<file path="config.mk">
export PLATFORM = sky130hd
export DESIGN_NAME = uart_trim_tx
export DESIGN_NICKNAME = d
export VERILOG_FILES = /design/src/rtl/uart_trim_pkg.sv /design/src/rtl/uart_trim_prescale.sv /design/src/rtl/uart_trim_bit_timer.sv /design/src/rtl/uart_trim_frame_build.sv /design/src/rtl/uart_trim_tx.sv
export SDC_FILE = /design/constraint.sdc
export NUM_CORES = 1
export LEC_CHECK = 0
export BUFFER_PORTS_ARGS = -buffer_cell sky130_fd_sc_hd__buf_4
export CORE_MARGIN = 1.5
export CORE_UTILIZATION = 37
export DETAILED_ROUTE_END_ITERATION = 10
export PLACE_DENSITY_LB_ADDON = 0.12
export RECOVER_POWER = 50
export SYNTH_ARGS = -nofsm -noshare
export SYNTH_HDL_FRONTEND = slang
export SYNTH_SLANG_ARGS = --single-unit
</file>
<file path="constraint.sdc">
create_clock -name clk_i -period 4.35 [get_ports clk_i]
set_input_delay 0.435 -clock clk_i [delete_from_list [all_inputs] [get_ports clk_i]]
set_output_delay 0.435 -clock clk_i [all_outputs]
set_load 0.01 [all_outputs]
</file>
<file path="src/rtl/uart_trim_pkg.sv">
package uart_trim_pkg;
  localparam int MAX_BITS = 12;
  localparam int CODE_W   = 2;
  localparam int TRIM_W   = MAX_BITS * CODE_W;
  localparam int POS_W    = $clog2(MAX_BITS);
  localparam int SUB_W    = 5;

  typedef struct packed {
    logic [2:0] parity;
    logic       two_stop;
    logic [1:0] dlen;
  } fmt_t;

  function automatic logic [SUB_W-1:0] sub_count(input logic [CODE_W-1:0] code);
    case (code)
      2'd1:    return SUB_W'(17);
      2'd3:    return SUB_W'(15);
      default: return SUB_W'(16);
    endcase
  endfunction
endpackage

</file>
<file path="src/rtl/uart_trim_prescale.sv">
module uart_trim_prescale #(
  parameter int DIV_W = 16
) (
  input  logic             clk_i,
  input  logic             rst_ni,
  input  logic             run_i,
  input  logic [DIV_W-1:0] div_i,
  output logic             tick_o
);
  logic [DIV_W-1:0] cnt_q;

  assign tick_o = run_i && (cnt_q == div_i);

  always_ff @(posedge clk_i or negedge rst_ni) begin
    if (!rst_ni)     cnt_q <= '0;
    else if (!run_i) cnt_q <= '0;
    else if (tick_o) cnt_q <= '0;
    else             cnt_q <= cnt_q + 1'b1;
  end
endmodule

</file>
<file path="src/rtl/uart_trim_bit_timer.sv">
module uart_trim_bit_timer
  import uart_trim_pkg::*;
(
  input  logic             clk_i,
  input  logic             rst_ni,
  input  logic             run_i,
  input  logic             tick_i,
  input  logic [SUB_W-1:0] len_i,
  output logic             done_o
);
  logic [SUB_W-1:0] sub_q;

  assign done_o = tick_i && (sub_q == len_i - 1'b1);

  always_ff @(posedge clk_i or negedge rst_ni) begin
    if (!rst_ni)               sub_q <= '0;
    else if (!run_i || done_o) sub_q <= '0;
    else if (tick_i)           sub_q <= sub_q + 1'b1;
  end
endmodule

</file>
<file path="src/rtl/uart_trim_frame_build.sv">
module uart_trim_frame_build
  import uart_trim_pkg::*;
(
  input  logic [7:0]          data_i,
  input  fmt_t                fmt_i,
  output logic [MAX_BITS-1:0] bits_o,
  output logic [POS_W-1:0]    nbits_o
);
  int  nd;
  int  n;
  logic has_par;
  logic ones;
  logic pbit;

  always_comb begin
    nd      = 5 + int'(fmt_i.dlen);
    has_par = fmt_i.parity[2];
    ones    = 1'b0;
    for (int i = 0; i < 8; i++)
      if (i < nd) ones = ones ^ data_i[i];
    case (fmt_i.parity)
      3'd4:    pbit = ~ones;
      3'd5:    pbit = ones;
      3'd6:    pbit = 1'b1;
      default: pbit = 1'b0;
    endcase
    bits_o    = '1;           // stop bits and unused tail stay high
    bits_o[0] = 1'b0;
    for (int i = 0; i < 8; i++)
      if (i < nd) bits_o[1+i] = data_i[i];
    if (has_par) bits_o[1+nd] = pbit;
    n       = 2 + nd + int'(has_par) + int'(fmt_i.two_stop);
    nbits_o = POS_W'(n);
  end
endmodule

</file>
<file path="src/rtl/uart_trim_tx.sv">
module uart_trim_tx
  import uart_trim_pkg::*;
#(
  parameter int DIV_W = 16
) (
  input  logic              clk_i,
  input  logic              rst_ni,
  input  logic [7:0]        data_i,
  input  logic              valid_i,
  output logic              ready_o,
  input  logic [DIV_W-1:0]  div_i,
  input  logic [5:0]        fmt_i,
  input  logic [TRIM_W-1:0] trim_i,
  input  logic              brk_i,
  output logic              tx_o,
  output logic              busy_o
);
  logic                busy_q, tx_q;
  logic [MAX_BITS-1:0] bits_q, fb_bits;
  logic [POS_W-1:0]    nbits_q, fb_nbits, pos_q, pos_nx;
  logic [TRIM_W-1:0]   trim_q;
  logic [DIV_W-1:0]    div_q;
  logic [SUB_W-1:0]    len_tab [MAX_BITS];
  logic [SUB_W-1:0]    cur_len;
  logic                tick, bit_done, accept;

  assign ready_o = !busy_q && !brk_i;
  assign accept  = valid_i && ready_o;
  assign pos_nx  = pos_q + 1'b1;

  uart_trim_frame_build u_build (
    .data_i (data_i),
    .fmt_i  (fmt_t'(fmt_i)),
    .bits_o (fb_bits),
    .nbits_o(fb_nbits)
  );

  for (genvar g = 0; g < MAX_BITS; g++) begin : g_len
    assign len_tab[g] = sub_count(trim_q[g*CODE_W +: CODE_W]);
  end

  assign cur_len = len_tab[pos_q];

  uart_trim_prescale #(.DIV_W(DIV_W)) u_pre (
    .clk_i (clk_i),
    .rst_ni(rst_ni),
    .run_i (busy_q),
    .div_i (div_q),
    .tick_o(tick)
  );

  uart_trim_bit_timer u_bit (
    .clk_i (clk_i),
    .rst_ni(rst_ni),
    .run_i (busy_q),
    .tick_i(tick),
    .len_i (cur_len),
    .done_o(bit_done)
  );

  always_ff @(posedge clk_i or negedge rst_ni) begin
    if (!rst_ni) begin
      busy_q  <= 1'b0;
      tx_q    <= 1'b1;
      bits_q  <= '1;
      nbits_q <= '0;
      pos_q   <= '0;
      trim_q  <= '0;
      div_q   <= '0;
    end else if (!busy_q) begin
      if (accept) begin
        busy_q  <= 1'b1;
        bits_q  <= fb_bits;
        nbits_q <= fb_nbits;
        trim_q  <= trim_i;
        div_q   <= div_i;
        pos_q   <= '0;
        tx_q    <= fb_bits[0];
      end else begin
        tx_q <= !brk_i;
      end
    end else if (bit_done) begin
      if (pos_q == nbits_q - 1'b1) begin
        busy_q <= 1'b0;
        tx_q   <= 1'b1;
        pos_q  <= '0;
      end else begin
        pos_q <= pos_nx;
        tx_q  <= bits_q[pos_nx];
      end
    end
  end

  assign tx_o   = tx_q;
  assign busy_o = busy_q;
endmodule

</file>
Yosys cells after proc, flatten, opt, wreduce, memory -nomap -nowiden:

Index checks and enable logic that the tools add are counted.
Widths: inputs -> output; s select.

* flip-flop bits (word level): 83
* latch bits: 0
* RAM bits: 0
* ROM bits: 0
* input bits: 58
* output and inout port bits: 3
* word-level logic and storage cells: 138
* memories: 0

* add/subtract/negate cells: 10
* multiply operators: 0
* divide/modulo/power cells: 0
* $lt $le $gt $ge: 12
* equality and inequality tests: 31
* shift operators: 0
* muxes and demuxes: 54
* bitwise operators: 10
* reductions and logical operators: 12

Operators by type and width (count)
* $lt 4x32->1 const A: 4
* $pmux 5 s2: 12
* $lt 3x32->1 const A: 2
* $add 2x32->32 const A: 1
* $ge 32x1->1 const B: 1
* $lt 1x32->1 const A: 1
* $lt 2x32->1 const A: 1
* $lt 32x6->1 const B: 1
* $mux 16: 2
* $mux 1: 26
* $eq 2x1->1 const B: 12
* $eq 2x2->1 const B: 12
* $bmux 5 s4: 1
* $mux 5: 4
* $add 16x1->16 const B: 1
* $eq 16x16->1: 1
* $mux 4: 4
* $bwmux 12: 1
* $mux 12: 1
* $eq 3x3->1 const B: 3
* $add 4x2->4: 2
* $xor 1x1->1: 7
* $add 5x1->5 const B: 1
* $eq 5x5->1: 1
* other kinds (19): 27

Logic depth before layout (Yosys ltp):

Gate-level depths: netlist of the first run.

* depth in word-level cells: 23
* depth in mapped cells: 14
* mapped depth without buffers: 13

By module:

A second synthesis of the first run with hierarchy kept.

* cell total of the unflattened synthesis: 523
* area total of the unflattened synthesis: 4722.0 um^2

Modules (own cells, without submodules)
* uart_trim_tx: instances 1, cells an instance 323, area an instance 2932.8 um^2, seq. area each 1567.8 um^2
* uart_trim_prescale: instances 1, cells an instance 97, area an instance 949.7 um^2, seq. area each 400.4 um^2
* uart_trim_frame_build: instances 1, cells an instance 59, area an instance 457.9 um^2, seq. area each 0.0 um^2
* uart_trim_bit_timer: instances 1, cells an instance 44, area an instance 381.6 um^2, seq. area each 125.1 um^2

Least setup slack after synthesis of the first run:

Ideal clock, no wire load.

* path kind: reg2reg
* start: register pos_q[0]
* end: register pos_q[2]
* library setup time: 0.069 ns
* arrival: 3.093 ns
* data required time: 4.281 ns
* setup slack: 1.187 ns
* cell stages (with the launch flop): 14
* buffers on the path: 2
* clock period less this slack: 3.163 ns
* cell sequence: dfrtp_1 > buf_6 > buf_2 > a211oi_1 > nor3_1 > mux2_2 > ha_1 > or3b_1 > a21oi_2 > o211ai_1 > and4bb_2 > nand4_4 > or4_1 > nand3_1

* word-level cells in the longest chain between the ends: 9
* elaborated cells on any way between the ends: 14
* those cells by class: 2 x add/sub; 3 x eq/ne; 6 x mux; 1 x bitwise; 2 x reduce/logical

Ends and longest elaborated chain
* from (decl): RTL line uart_trim_tx.sv:20 `logic [POS_W-1:0] nbits_q, fb_nbits, pos_q, pos_nx;`
* from (signal assigned): RTL line uart_trim_tx.sv:88 `pos_q <= pos_nx;`
* $not 4->5 (implied by the code): RTL line uart_trim_tx.sv:42 `assign cur_len = len_tab[pos_q];`
* $bmux 5 s4: RTL line uart_trim_tx.sv:42
* $mux 5 (implied by the code) (2 in a row): RTL line uart_trim_tx.sv:42
* $sub 5x1->5: RTL line uart_trim_bit_timer.sv:13 `assign done_o = tick_i && (sub_q == len_i - 1'b1);`
* $eq 5x5->1: RTL line uart_trim_bit_timer.sv:13
* $logic_and 1x1->1: RTL line uart_trim_bit_timer.sv:13
* $ne 2x1->1 (no line)
* $reduce_and 2->1 (no line)

Parallel ways exist; a longest one is shown, timed or not. The select of a mux whose other input is x is not followed.
A chain may end at the register's enable or synchronous reset.

Worst setup path in the final report of the first run:

* start: register pos_q[2]
* end: register pos_q[2]

The elaborated chain is that of the path after synthesis.

==> results.sh, run 1 <==
export IMPL_effective_utilization_at_floorplan_pct=38.11
export IMPL_first_pass_grt_wire_length_um=17600
export IMPL_maxSlewViolCount=84
export IMPL_drt_wirelength_per_cell_um=13.70
export IMPL_setup_tns_ns=0
export IMPL_synth_avg_cell_area_um2=9.093
export IMPL_timing_reg2reg_setup_slack_ns=0.75
export IMPL_dieArea_um2=13740
export IMPL_synth_most_common_cell="nand2_1"
export IMPL_critical_path_startpoint_type="register"
export IMPL_worstReg2RegStart="pos_q[2]"
export IMPL_critical_path_max_fanout=18
export IMPL_hold_ws_ns=0.2797
export IMPL_num_antenna_cells=0
export IMPL_post_synth_main_area_contributors="dfrtp_1 (36%), nand2_1 (13%), dfstp_2 (7.1%)"
export IMPL_async_reset_ff_share_pct=100.0
export IMPL_num_rows=41
export IMPL_worst_setup_path_end_kind="register"
export IMPL_worst_endpoint_required_ns=4.63
export IMPL_final_nets=656
export IMPL_synth_largest_type_area_fraction_pct=36.28
export IMPL_max_vdd_ir_drop_v=0.0001704
export IMPL_finalInstanceArea_um2=5659
export IMPL_grt_use_total_pct=16.66
export IMPL_cts_tree="done"
export IMPL_most_used_standard_cells_in_the_synthesized_netlist="nand2_1 (166), dfrtp_1 (70), nor2_1 (37)"
export IMPL_post_dp_hpwl_um=7371
export IMPL_drt_first_pass_iters=4
export IMPL_violated_checks="capacitance limit, slew limit"
export IMPL_cellPowerDensity_nw_per_um2=353.7
export IMPL_synthesis_yosys_warnings=0
export IMPL_drc=0
export IMPL_placedInstanceArea_um2=5365
export IMPL_arrival_time_of_the_worst_setup_path_ns=3.88
export IMPL_clk_pin_slew_ns=0.06
export IMPL_timing_max_slew_rel_slack_pct=-39.57
export IMPL_via_count=3649
export IMPL_worst_r2r_endpoint="pos_q[2]"
export IMPL_hold_violations=0
export IMPL_top_level_ports=61
export IMPL_timing_worst_slew_pin_value_ns=2.093
export IMPL_cts_resized_gates=0
export IMPL_synth_seq_area_share_pct=43.35
export IMPL_clock_sinks=83
export IMPL_syn_instance_count=531
export IMPL_mappedNetlistArea_um2=4828
export IMPL_max_freq_mhz=277.7
export IMPL_timing_critical_path_from="pos_q[2]"
export IMPL_syn_num_nets=607
export IMPL_synth_top_flop_cell="dfrtp_1"
export IMPL_area_delta_synth_final_pct=17.21
export IMPL_final_critical_path_share_of_the_clock_period_pct=82.79
export IMPL_grt_remaining_overflow=0
export IMPL_worst_skew_pair_late_latency_ns=0.34
export IMPL_vias_per_cell=4.820
export IMPL_grt_max_degree=84
export IMPL_cts_root_buf="clkbuf_16"
export IMPL_flip_flop_and_latch_count_after_synthesis=83
export IMPL_wl_um=10370
export IMPL_synth_enable_flop_cells=0
export IMPL_total_leakage_power_nw=2.669
export IMPL_clock_tree_buffer_depth=2
export IMPL_antenna_found_initial=0
export IMPL_post_route_cells_drive_above_1_share_pct=18.63
export IMPL_layout_min_cycle_time_ns=3.601
export IMPL_die_boundary_width_um=117.2
export IMPL_gp_routability_congestion=0.8207
export IMPL_num_cts_buffers=9
export IMPL_finalSetupViolCount=0
export IMPL_die_h_um=117.2
export IMPL_worst_setup_path_type="register to register"
export IMPL_yosys_cell_types_count=62
export IMPL_portBuffers=60
export IMPL_dp_cells=741
export IMPL_maxCapViolations=1
export IMPL_worst_r2r_cell_count=12
export IMPL_cts_repair_timing_setup_buffer_count=0
export IMPL_synth_top_cell_by_area="dfrtp_1"
export IMPL_ant_nets=0
export IMPL_critical_path_capture_point="pos_q[2]"
export IMPL_floorplan_core_area_um2=12670
export IMPL_finalCoreUtilization_pct=44.66
export IMPL_post_layout_nonfiller_instances=757
export IMPL_drt_initial_drc_count=127
export IMPL_grt_pass1_vias=3531
export IMPL_cts_max_level=3
export IMPL_rsz0062_at_grt="no"
export IMPL_timing_hold_worst_class="input port to register"
export IMPL_cts_hold_buffers=0
export IMPL_clock_skew_ns=0.008202
export IMPL_outcome="complete, but fails checks"
==> worst max-delay path: stages (launching register included) <==
cell,delay (ns)
dfrtp_1,0.69
nand2b_1,0.26
a211oi_1,0.08
nor3_1,0.35
mux2_2,0.24
ha_1,0.16
or3b_1,0.36
a21oi_2,0.17
o211ai_1,0.10
and4bb_2,0.35
nand4_4,0.17
or4_1,0.51
nand3_1,0.09
==> worst min path at each step <==
| stage | from | end | slack, ns | cells past startpoint |
|---|---|---|---|---|
| finish | div_i[3] | div_q[3] | 0.28 | 3 |
| global route | div_i[9] | div_q[9] | 0.27 | 3 |
| CTS | div_i[2] | div_q[2] | 0.26 | 3 |
| detailed placement | trim_q[11] | trim_q[11] | 0.47 | 2 |
| global placement | trim_q[17] | trim_q[17] | 0.47 | 2 |
| floorplan | rst_ni | busy_o | 0.14 | 0 |
==> layer usage <==
| metal | global-route usage [%] | wire length, µm |
|---|---|---|
| met4 | 6.024 | 131 |
| met2 | 25.35 | 4569 |
| met3 | 3.502 | 411 |
| met1 | 23.44 | 5261 |
| met5 | 0 | 0 |
==> per-stage QoR <==
| step | power, W | setup WS [ns] |
|---|---|---|
| final | 0.002002 | 0.7487 |
| after global routing | 0.002122 | 0.4671 |
| after CTS | 0.002034 | 0.7499 |
| after detailed placement | 0.001259 | 0.7810 |
| after global placement | 0.001254 | 0.8937 |
| after floorplan | 0.001139 | 1.188 |
==> state kept, by name, summed over array words and instances (netlist names) <==
register,count
u_pre.cnt_q,16
trim_q,24
tx_o,1
nbits_q,4
pos_q,4
busy_o,1
div_q,16
bits_q,12
u_bit.sub_q,5
==> power breakdown <==
group / leakage, nW / total, W / internal [W] / switching [W]
Combinational: 1.49 / 0.000318 / 0.000162 / 0.000156
Sequential: 1.04 / 0.000922 / 0.000844 / 0.0000784
Clock: 0.140 / 0.000761 / 0.000448 / 0.000314
Total: 2.67 / 0.00200 / 0.00145 / 0.000548
==> cells by family after synthesis <==
| logic type | count (synthesis) | synth area share [%] |
|---|---|---|
| flip-flops | 83 | 43.35 |
| AND/OR/NAND/NOR | 269 | 24.57 |
| AO/OA/AOI/OAI | 52 | 7.800 |
| buffers and inverters | 40 | 4.302 |
| multiplexers | 18 | 5.623 |
| adder cells (fa/ha/maj) | 18 | 4.820 |
| XOR/XNOR | 51 | 9.536 |
==> cell usage in the layout (no fill, tap or decap), types with 5 or more instances in the layout <==
| cell type | count |
|---|---|
| nand2_1 | 165 |
| dfrtp_1 | 70 |
| buf_4 | 61 |
| nor2_1 | 37 |
| xnor2_1 | 29 |
| nand3_1 | 22 |
| xor2_1 | 21 |
| ha_1 | 17 |
| inv_1 | 16 |
| dfstp_2 | 12 |
| o21ai_0 | 11 |
| clkbuf_16 | 9 |
| nor3_1 | 8 |
| mux2i_1 | 7 |
| nand4_1 | 7 |
| o22ai_1 | 5 |
| mux4_2 | 5 |
==> area by class of cell <==
| type | count | area [µm²] |
|---|---|---|
| flip-flops and latches | 83 | 2093 |
| repair buffers | 62 | 462.9 |
| clock buffers | 11 | 232.7 |
| multi-input cells | 408 | 2531 |
| fillers | 1273 | 7012 |
| well taps | 172 | 215.2 |
| inverters | 16 | 60.06 |
| clock inverters | 5 | 63.81 |
(Power assumes the default switching activity.)
==> inputs of run 2 (changes only) <==
Clock period 4.35 ns to 3.55 ns, I/O delays scaled along.
==> run 2 against run 1 <==
  * The flow still finishes with violations (capacitance limit, slew limit)
  * Flip-flop and latch count is the same
  * Worst setup slack worse by 0.55 ns
  * Clock power grew 17%
  * Hold slack worse by 0.086 ns
  * Die area is the same
  * Maximum frequency rose by 7.6%
  * Clock skew barely moved
  * Critical path type unchanged
  * Largest power group unchanged
==> results.sh, run 2 (synthesized netlist as in run 1, its figures left out) <==
export IMPL_cts_hold_buffers=0
export IMPL_max_freq_mhz=298.8
export IMPL_layout_min_cycle_time_ns=3.347
export IMPL_timing_hold_worst_class="input port to register"
export IMPL_worst_r2r_cell_count=12
export IMPL_critical_path_slowest_cell="dfrtp_2"
export IMPL_die_h_um=117.2
export IMPL_maxCapViolations=1
export IMPL_drc=0
export IMPL_violated_checks="capacitance limit, slew limit"
export IMPL_top_level_ports=61
export IMPL_worst_setup_path_type="register to register"
export IMPL_dp_cells=746
export IMPL_finalSetupViolCount=0
export IMPL_critPathBufInv=0
export IMPL_grt_use_total_pct=16.72
export IMPL_via_count=3675
export IMPL_effective_utilization_at_floorplan_pct=38.11
export IMPL_first_pass_grt_wire_length_um=17510
export IMPL_total_leakage_power_nw=2.685
export IMPL_wl_um=10450
export IMPL_largest_reg_flops=24
export IMPL_outcome="complete, but fails checks"
export IMPL_hold_violations=0
export IMPL_setup_tns_ns=0
export IMPL_worst_skew_pair_late_latency_ns=0.34
export IMPL_rsz0062_at_grt="no"
export IMPL_cellPowerDensity_nw_per_um2=423.2
export IMPL_cts_max_level=3
export IMPL_critical_path_startpoint_type="register"
export IMPL_portBuffers=60
export IMPL_clock_skew_ns=0.007973
export IMPL_clk_pin_slew_ns=0.07
export IMPL_grt_pass1_vias=3554
export IMPL_antenna_found_initial=0
export IMPL_layout_common_cells="nand2_1 (165), dfrtp_1 (68), buf_4 (66)"
export IMPL_floorplan_core_area_um2=12670
export IMPL_post_route_cells_drive_above_1_share_pct=20.00
export IMPL_gp_routability_congestion=0.8322
export IMPL_final_critical_path_share_of_the_clock_period_pct=94.28
export IMPL_cell_by_cell_listing_of_the_critical_path="mux2_2 -> o22ai_1 -> nor3_1 -> mux2_2 -> ha_1 -> or3b_1 -> a21oi_2 -> o211ai_1 -> and4bb_2 -> nand4_4 -> or4_1 -> nand3_1"
export IMPL_timing_max_slew_rel_slack_pct=-39.98
export IMPL_critical_path_max_fanout=11
export IMPL_dieArea_um2=13740
export IMPL_post_layout_nonfiller_instances=762
export IMPL_ant_nets=0
export IMPL_critical_path_most_common_cell="mux2_2"
export IMPL_drt_initial_drc_count=165
export IMPL_biggestRegsByFlops="trim_q x24, div_q x16, u_pre.cnt_q x16"
export IMPL_final_nets=661
export IMPL_drt_first_pass_iters=4
export IMPL_worst_setup_path_end_kind="register"
export IMPL_post_dp_hpwl_um=7602
export IMPL_num_rows=41
export IMPL_maxSlewViolCount=84
export IMPL_arrival_time_of_the_worst_setup_path_ns=3.62
export IMPL_whs_path_depth=3
export IMPL_max_vdd_ir_drop_v=0.0002130
export IMPL_top_register="trim_q"
export IMPL_worst_endpoint_required_ns=3.83
export IMPL_vias_per_cell=4.823
export IMPL_critical_path_top_delay_family="simple AND/OR/NAND/NOR gates"
export IMPL_cts_tree="done"
export IMPL_drt_wirelength_per_cell_um=13.71
export IMPL_num_antenna_cells=0
export IMPL_grt_remaining_overflow=0
export IMPL_clock_sinks=83
export IMPL_grt_max_degree=84
export IMPL_num_cts_buffers=9
export IMPL_area_delta_synth_final_pct=17.80
export IMPL_max_stage_delay_ns=0.50
export IMPL_cts_root_buf="clkbuf_16"
export IMPL_clock_tree_buffer_depth=2
export IMPL_timing_worst_slew_pin_value_ns=2.100
export IMPL_final_common_cell="nand2_1"
export IMPL_cp_num_cells=12
export IMPL_die_boundary_width_um=117.2
[run 2: cell count changes in the layout (fill, tap and decap cells not counted), sizes merged]
cell	before	now
clkbuf	12	11
buf	61	66
clkinv	3	1
inv	16	19
clkinvlp	1	2
bufinv	1	0
[run 2: stage by stage]
step           utilization (%)  power (W)  area [µm²]  setup slack, ns  hold slack (ns)
5_1_grt                  44.89   0.002552        5688          0.04772           0.1905
4_1_cts                  44.89   0.002449        5688          0.07794           0.1793
6_report                 44.89   0.002407        5688           0.2031           0.1942
2_1_floorplan                -   0.001396        4828           0.3875          0.05941
3_5_place_dp             42.64   0.001541        5403           0.1186           0.4640
3_3_place_gp             42.64   0.001533        5403           0.1866           0.4621
[run 2: cell type report]
cell class / instances / area, µm²
Fill cell: 1284 / 6983
Multi-Input combinational cell: 408 / 2531
Sequential cell: 83 / 2096
Timing Repair Buffer: 67 / 500.5
Clock buffer: 10 / 239.0
Tap cell: 172 / 215.2
Inverter: 16 / 60.06
Clock inverter: 6 / 46.29
[run 2: final timing paths]
| check | to | start | slack (ns) |
|---|---|---|---|
| min reg2reg | trim_q[11] | trim_q[11] | 0.48 |
| min | div_q[6] | div_i[6] | 0.19 |
| max reg2reg | pos_q[2] | pos_q[0] | 0.20 |
| max | pos_q[2] | pos_q[0] | 0.20 |
| max in group asynchronous | pos_q[1] | rst_ni | 1.54 |
| min in group asynchronous | div_q[14] | rst_ni | 0.59 |
[run 2: tightest hold or removal path: cells and delay by family]
kind	cells	cell delay, ns
and+or+nand+nor	2	0.08
buffers and inverters	1	0.07
[run 2: power breakdown]
group / switching [W] / internal (W) / total (W)
Combinational: 0.000189 / 0.000199 / 0.000388
Clock: 0.000390 / 0.000499 / 0.000889
Sequential: 0.0000959 / 0.00103 / 0.00113
[run 2: layer usage]
layer / vias up / global-route usage [%] / wire [µm]
met5: - / 0 / 0
met4: 0 / 7.550 / 121
met3: 9 / 3.141 / 375
met1: 1726 / 23.20 / 5208
li1: 1884 / - / -
met2: 56 / 25.43 / 4744
[run 2: what timing repair did]
item                                    4_1_cts  5_1_grt
setup buffers                                 0        0
endpoints found under the setup margin        0        1
gates resized for setup                       0        2
==> inputs of run 3 (changes only) <==
Settings changed: ABC_AREA set to 1, CORE_UTILIZATION 37 to 30.
==> run 3 against run 2 <==
  * The run still ends with capacitance limit, slew limit left
  * Synthesized area increased by 1.4%
  * Non-clock buffer count fell by 1
  * Synthesized cell count grew 23%
  * Register-to-register slack improved by 0.68 ns
  * Sequential share of layout area is 1.2 points lower
  * First-iteration DRC count grew 85%
  * Count of clock-buffer cells in the layout down 1
  * Sequential power shrank 12%
  * Flip-flop and latch count did not move
  * Critical endpoint is now tx_o
  * Largest cell class unchanged
==> results.sh, run 3 <==
export IMPL_outcome="complete, but fails checks"
export IMPL_violated_checks="capacitance limit, slew limit"
export IMPL_totalPowerFinal_w=0.002147
export IMPL_first_pass_grt_wire_length_um=19910
export IMPL_syn_num_nets=729
export IMPL_drc=0
export IMPL_synth_largest_type_area_fraction_pct=35.77
export IMPL_clock_tree_buffer_depth=2
export IMPL_async_reset_ff_share_pct=100.0
export IMPL_maxCapViolations=1
export IMPL_grt_max_degree=70
export IMPL_gp_routability_congestion=0.8508
export IMPL_synthesis_yosys_warnings=0
export IMPL_synth_most_common_cell="nand2_1"
export IMPL_synth_top_flop_cell="dfrtp_1"
export IMPL_clock_skew_ns=0.004157
export IMPL_num_cts_buffers=9
export IMPL_most_used_standard_cells_in_the_synthesized_netlist="nand2_1 (213), inv_1 (75), dfrtp_1 (70)"
export IMPL_top_register="trim_q"
export IMPL_num_rows=46
export IMPL_grt_pass1_vias=4190
export IMPL_cts_repair_timing_setup_buffer_count=0
export IMPL_hold_violations=0
export IMPL_top_level_ports=61
export IMPL_clock_sinks=83
export IMPL_largest_reg_flops=24
export IMPL_layout_common_cells="nand2_1 (213), inv_1 (75), dfrtp_1 (70)"
export IMPL_grt_use_total_pct=15.00
export IMPL_clk_pin_slew_ns=0.06
export IMPL_rsz0062_at_grt="no"
export IMPL_floorplan_core_area_um2=15940
export IMPL_timing_worst_slew_pin_value_ns=1.730
export IMPL_worst_setup_path_type="register to register"
export IMPL_drt_initial_drc_count=305
export IMPL_timing_max_slew_rel_slack_pct=-15.34
export IMPL_cellPowerDensity_nw_per_um2=366.2
export IMPL_final_critical_path_share_of_the_clock_period_pct=75.13
export IMPL_critical_path_startpoint_type="register"
export IMPL_antenna_found_initial=0
export IMPL_post_route_cells_drive_above_1_share_pct=16.50
export IMPL_die_h_um=130.8
export IMPL_post_synth_main_area_contributors="dfrtp_1 (36%), nand2_1 (16%), dfstp_2 (7.0%)"
export IMPL_arrival_time_of_the_worst_setup_path_ns=2.94
export IMPL_synth_avg_cell_area_um2=7.500
export IMPL_cell_by_cell_listing_of_the_critical_path="inv_2 -> nand3_1 -> nand3_1 -> nand3_1 -> nand2_1 -> a21oi_1 -> ha_1 -> xor2_1 -> nor3_1 -> nand4_1 -> nor2_2 -> nand3_4 -> nand2_1 -> nor2_1 -> a21oi_1"
export IMPL_die_boundary_width_um=130.8
export IMPL_placement_setup_worst_slack_ns=0.8898
export IMPL_final_common_cell="nand2_1"
export IMPL_nFillCells=1727
export IMPL_total_leakage_power_nw=3.005
export IMPL_num_antenna_cells=0
export IMPL_critical_path_max_fanout=19
export IMPL_finalSetupViolCount=0
export IMPL_dieArea_um2=17100
export IMPL_critPathBufInv=1
export IMPL_cts_max_level=3
export IMPL_flip_flop_and_latch_count_after_synthesis=83
export IMPL_effective_utilization_at_floorplan_pct=30.72
export IMPL_mappedNetlistArea_um2=4897
export IMPL_portBuffers=60
export IMPL_timing_hold_worst_class="input port to register"
export IMPL_yosys_cell_types_count=39
export IMPL_synth_top_cell_by_area="dfrtp_1"
export IMPL_max_freq_mhz=374.9
export IMPL_maxSlewViolCount=70
export IMPL_synth_enable_flop_cells=0
export IMPL_layout_min_cycle_time_ns=2.667
export IMPL_drt_first_pass_iters=4
export IMPL_via_count=4271
export IMPL_drt_wirelength_per_cell_um=12.69
export IMPL_setup_tns_ns=0
export IMPL_worst_skew_pair_late_latency_ns=0.35
export IMPL_post_dp_hpwl_um=8811
export IMPL_area_delta_synth_final_pct=19.75
export IMPL_cts_tree="done"
export IMPL_cts_root_buf="clkbuf_16"
export IMPL_dp_cells=915
export IMPL_biggestRegsByFlops="trim_q x24, div_q x16, u_pre.cnt_q x16"
export IMPL_cts_hold_buffers=0
export IMPL_worst_setup_path_end_kind="register"
export IMPL_critical_path_slowest_cell="dfrtp_1"
export IMPL_cts_resized_gates=0
export IMPL_final_nets=786
export IMPL_worst_endpoint_required_ns=3.82
export IMPL_critical_path_most_common_cell="nand3_1"
export IMPL_ant_nets=0
export IMPL_grt_remaining_overflow=0
export IMPL_max_stage_delay_ns=0.47
export IMPL_critical_path_top_delay_family="simple AND/OR/NAND/NOR gates"
export IMPL_wl_um=11810
export IMPL_vias_per_cell=4.588
export IMPL_post_route_worst_setup_slack_ns=0.8829
export IMPL_syn_instance_count=653
export IMPL_synth_seq_area_share_pct=42.74
export IMPL_post_layout_nonfiller_instances=931
export IMPL_max_vdd_ir_drop_v=0.0002439
-- run 3: cell types whose count changed after synthesis, moves of 5 or more --
cell and change:
xor2_1 -10, nand3_2 +7, o21ai_1 +8, inv_1 +59
nand2_1 +47, xnor2_1 -21, o21ai_0 +29, mux2i_1 -7
a21oi_1 +13, nand3_1 +39, mux4_2 -5
-- run 3: cell families (layout without fill, tap and decap cells) --
logic type | count (synthesis) | after routing | synth area share (%)
compound gates | 77 | 77 | 8.380
xor+xnor | 19 | 19 | 3.398
fa+ha+maj | 18 | 18 | 4.752
buf+inv | 100 | 162 | 8.073
flops | 83 | 83 | 42.74
simple gates | 356 | 356 | 32.65
-- run 3: where the power goes --
group	total, W	switching (W)	internal [W]
clock network	0.000947	0.000399	0.000548
registers	0.00100	0.0000195	0.000981
logic	0.000201	0.000112	0.0000891
-- run 3: worst reg2reg max path, stage by stage (launching register included) --
cell and delay (ns):
dfrtp_1 0.47, inv_2 0.30, nand3_1 0.12, nand3_1 0.09, nand3_1 0.10, nand2_1 0.11, a21oi_1 0.09, ha_1 0.30
xor2_1 0.14, nor3_1 0.16, nand4_1 0.13, nor2_2 0.14, nand3_4 0.13, nand2_1 0.12, nor2_1 0.05, a21oi_1 0.13
-- run 3: routing by layer --
layer | routed length [µm] | GRT usage (%) | vias to the layer above
met5 | 0 | 0 | -
met4 | 143 | 4.008 | 0
met3 | 530 | 3.827 | 11
met2 | 5688 | 25.20 | 82
met1 | 5448 | 19.25 | 1977
li1 | - | - | 2201
-- run 3: final cells by class --
type	instances	area (µm²)	share of cell area, %
well taps	216	270.3	4.608
clock buffers	9	225.2	3.840
multi-input cells	470	2409	41.07
clock inverters	7	77.57	1.323
repair buffers	66	489.2	8.342
flip-flops and latches	83	2093	35.69
inverters	80	300.3	5.121
-- run 3: path summary, 6_finish.rpt --
kind / slack [ns] / end / cells past startpoint / startpoint
setup / recovery: 0.88 / tx_o / 15 / pos_q[0]
hold / removal: 0.20 / div_q[8] / 3 / div_i[8]
setup reg to reg: 0.88 / tx_o / 15 / pos_q[0]
hold reg to reg: 0.47 / bits_q[7] / 2 / bits_q[7]
max in group asynchronous: 1.61 / busy_o / 2 / rst_ni
min in group asynchronous: 0.46 / div_q[0] / 1 / rst_ni
-- run 3: stage by stage --
stage          hold WS (ns)  area (µm²)  util [%]
6_report             0.1983        5864     36.78
5_1_grt              0.1923        5864     36.78
4_1_cts              0.1654        5871     36.82
3_5_place_dp         0.4648        5568     34.92
3_3_place_gp         0.4621        5568     34.92
2_1_floorplan       0.05941        4897         -
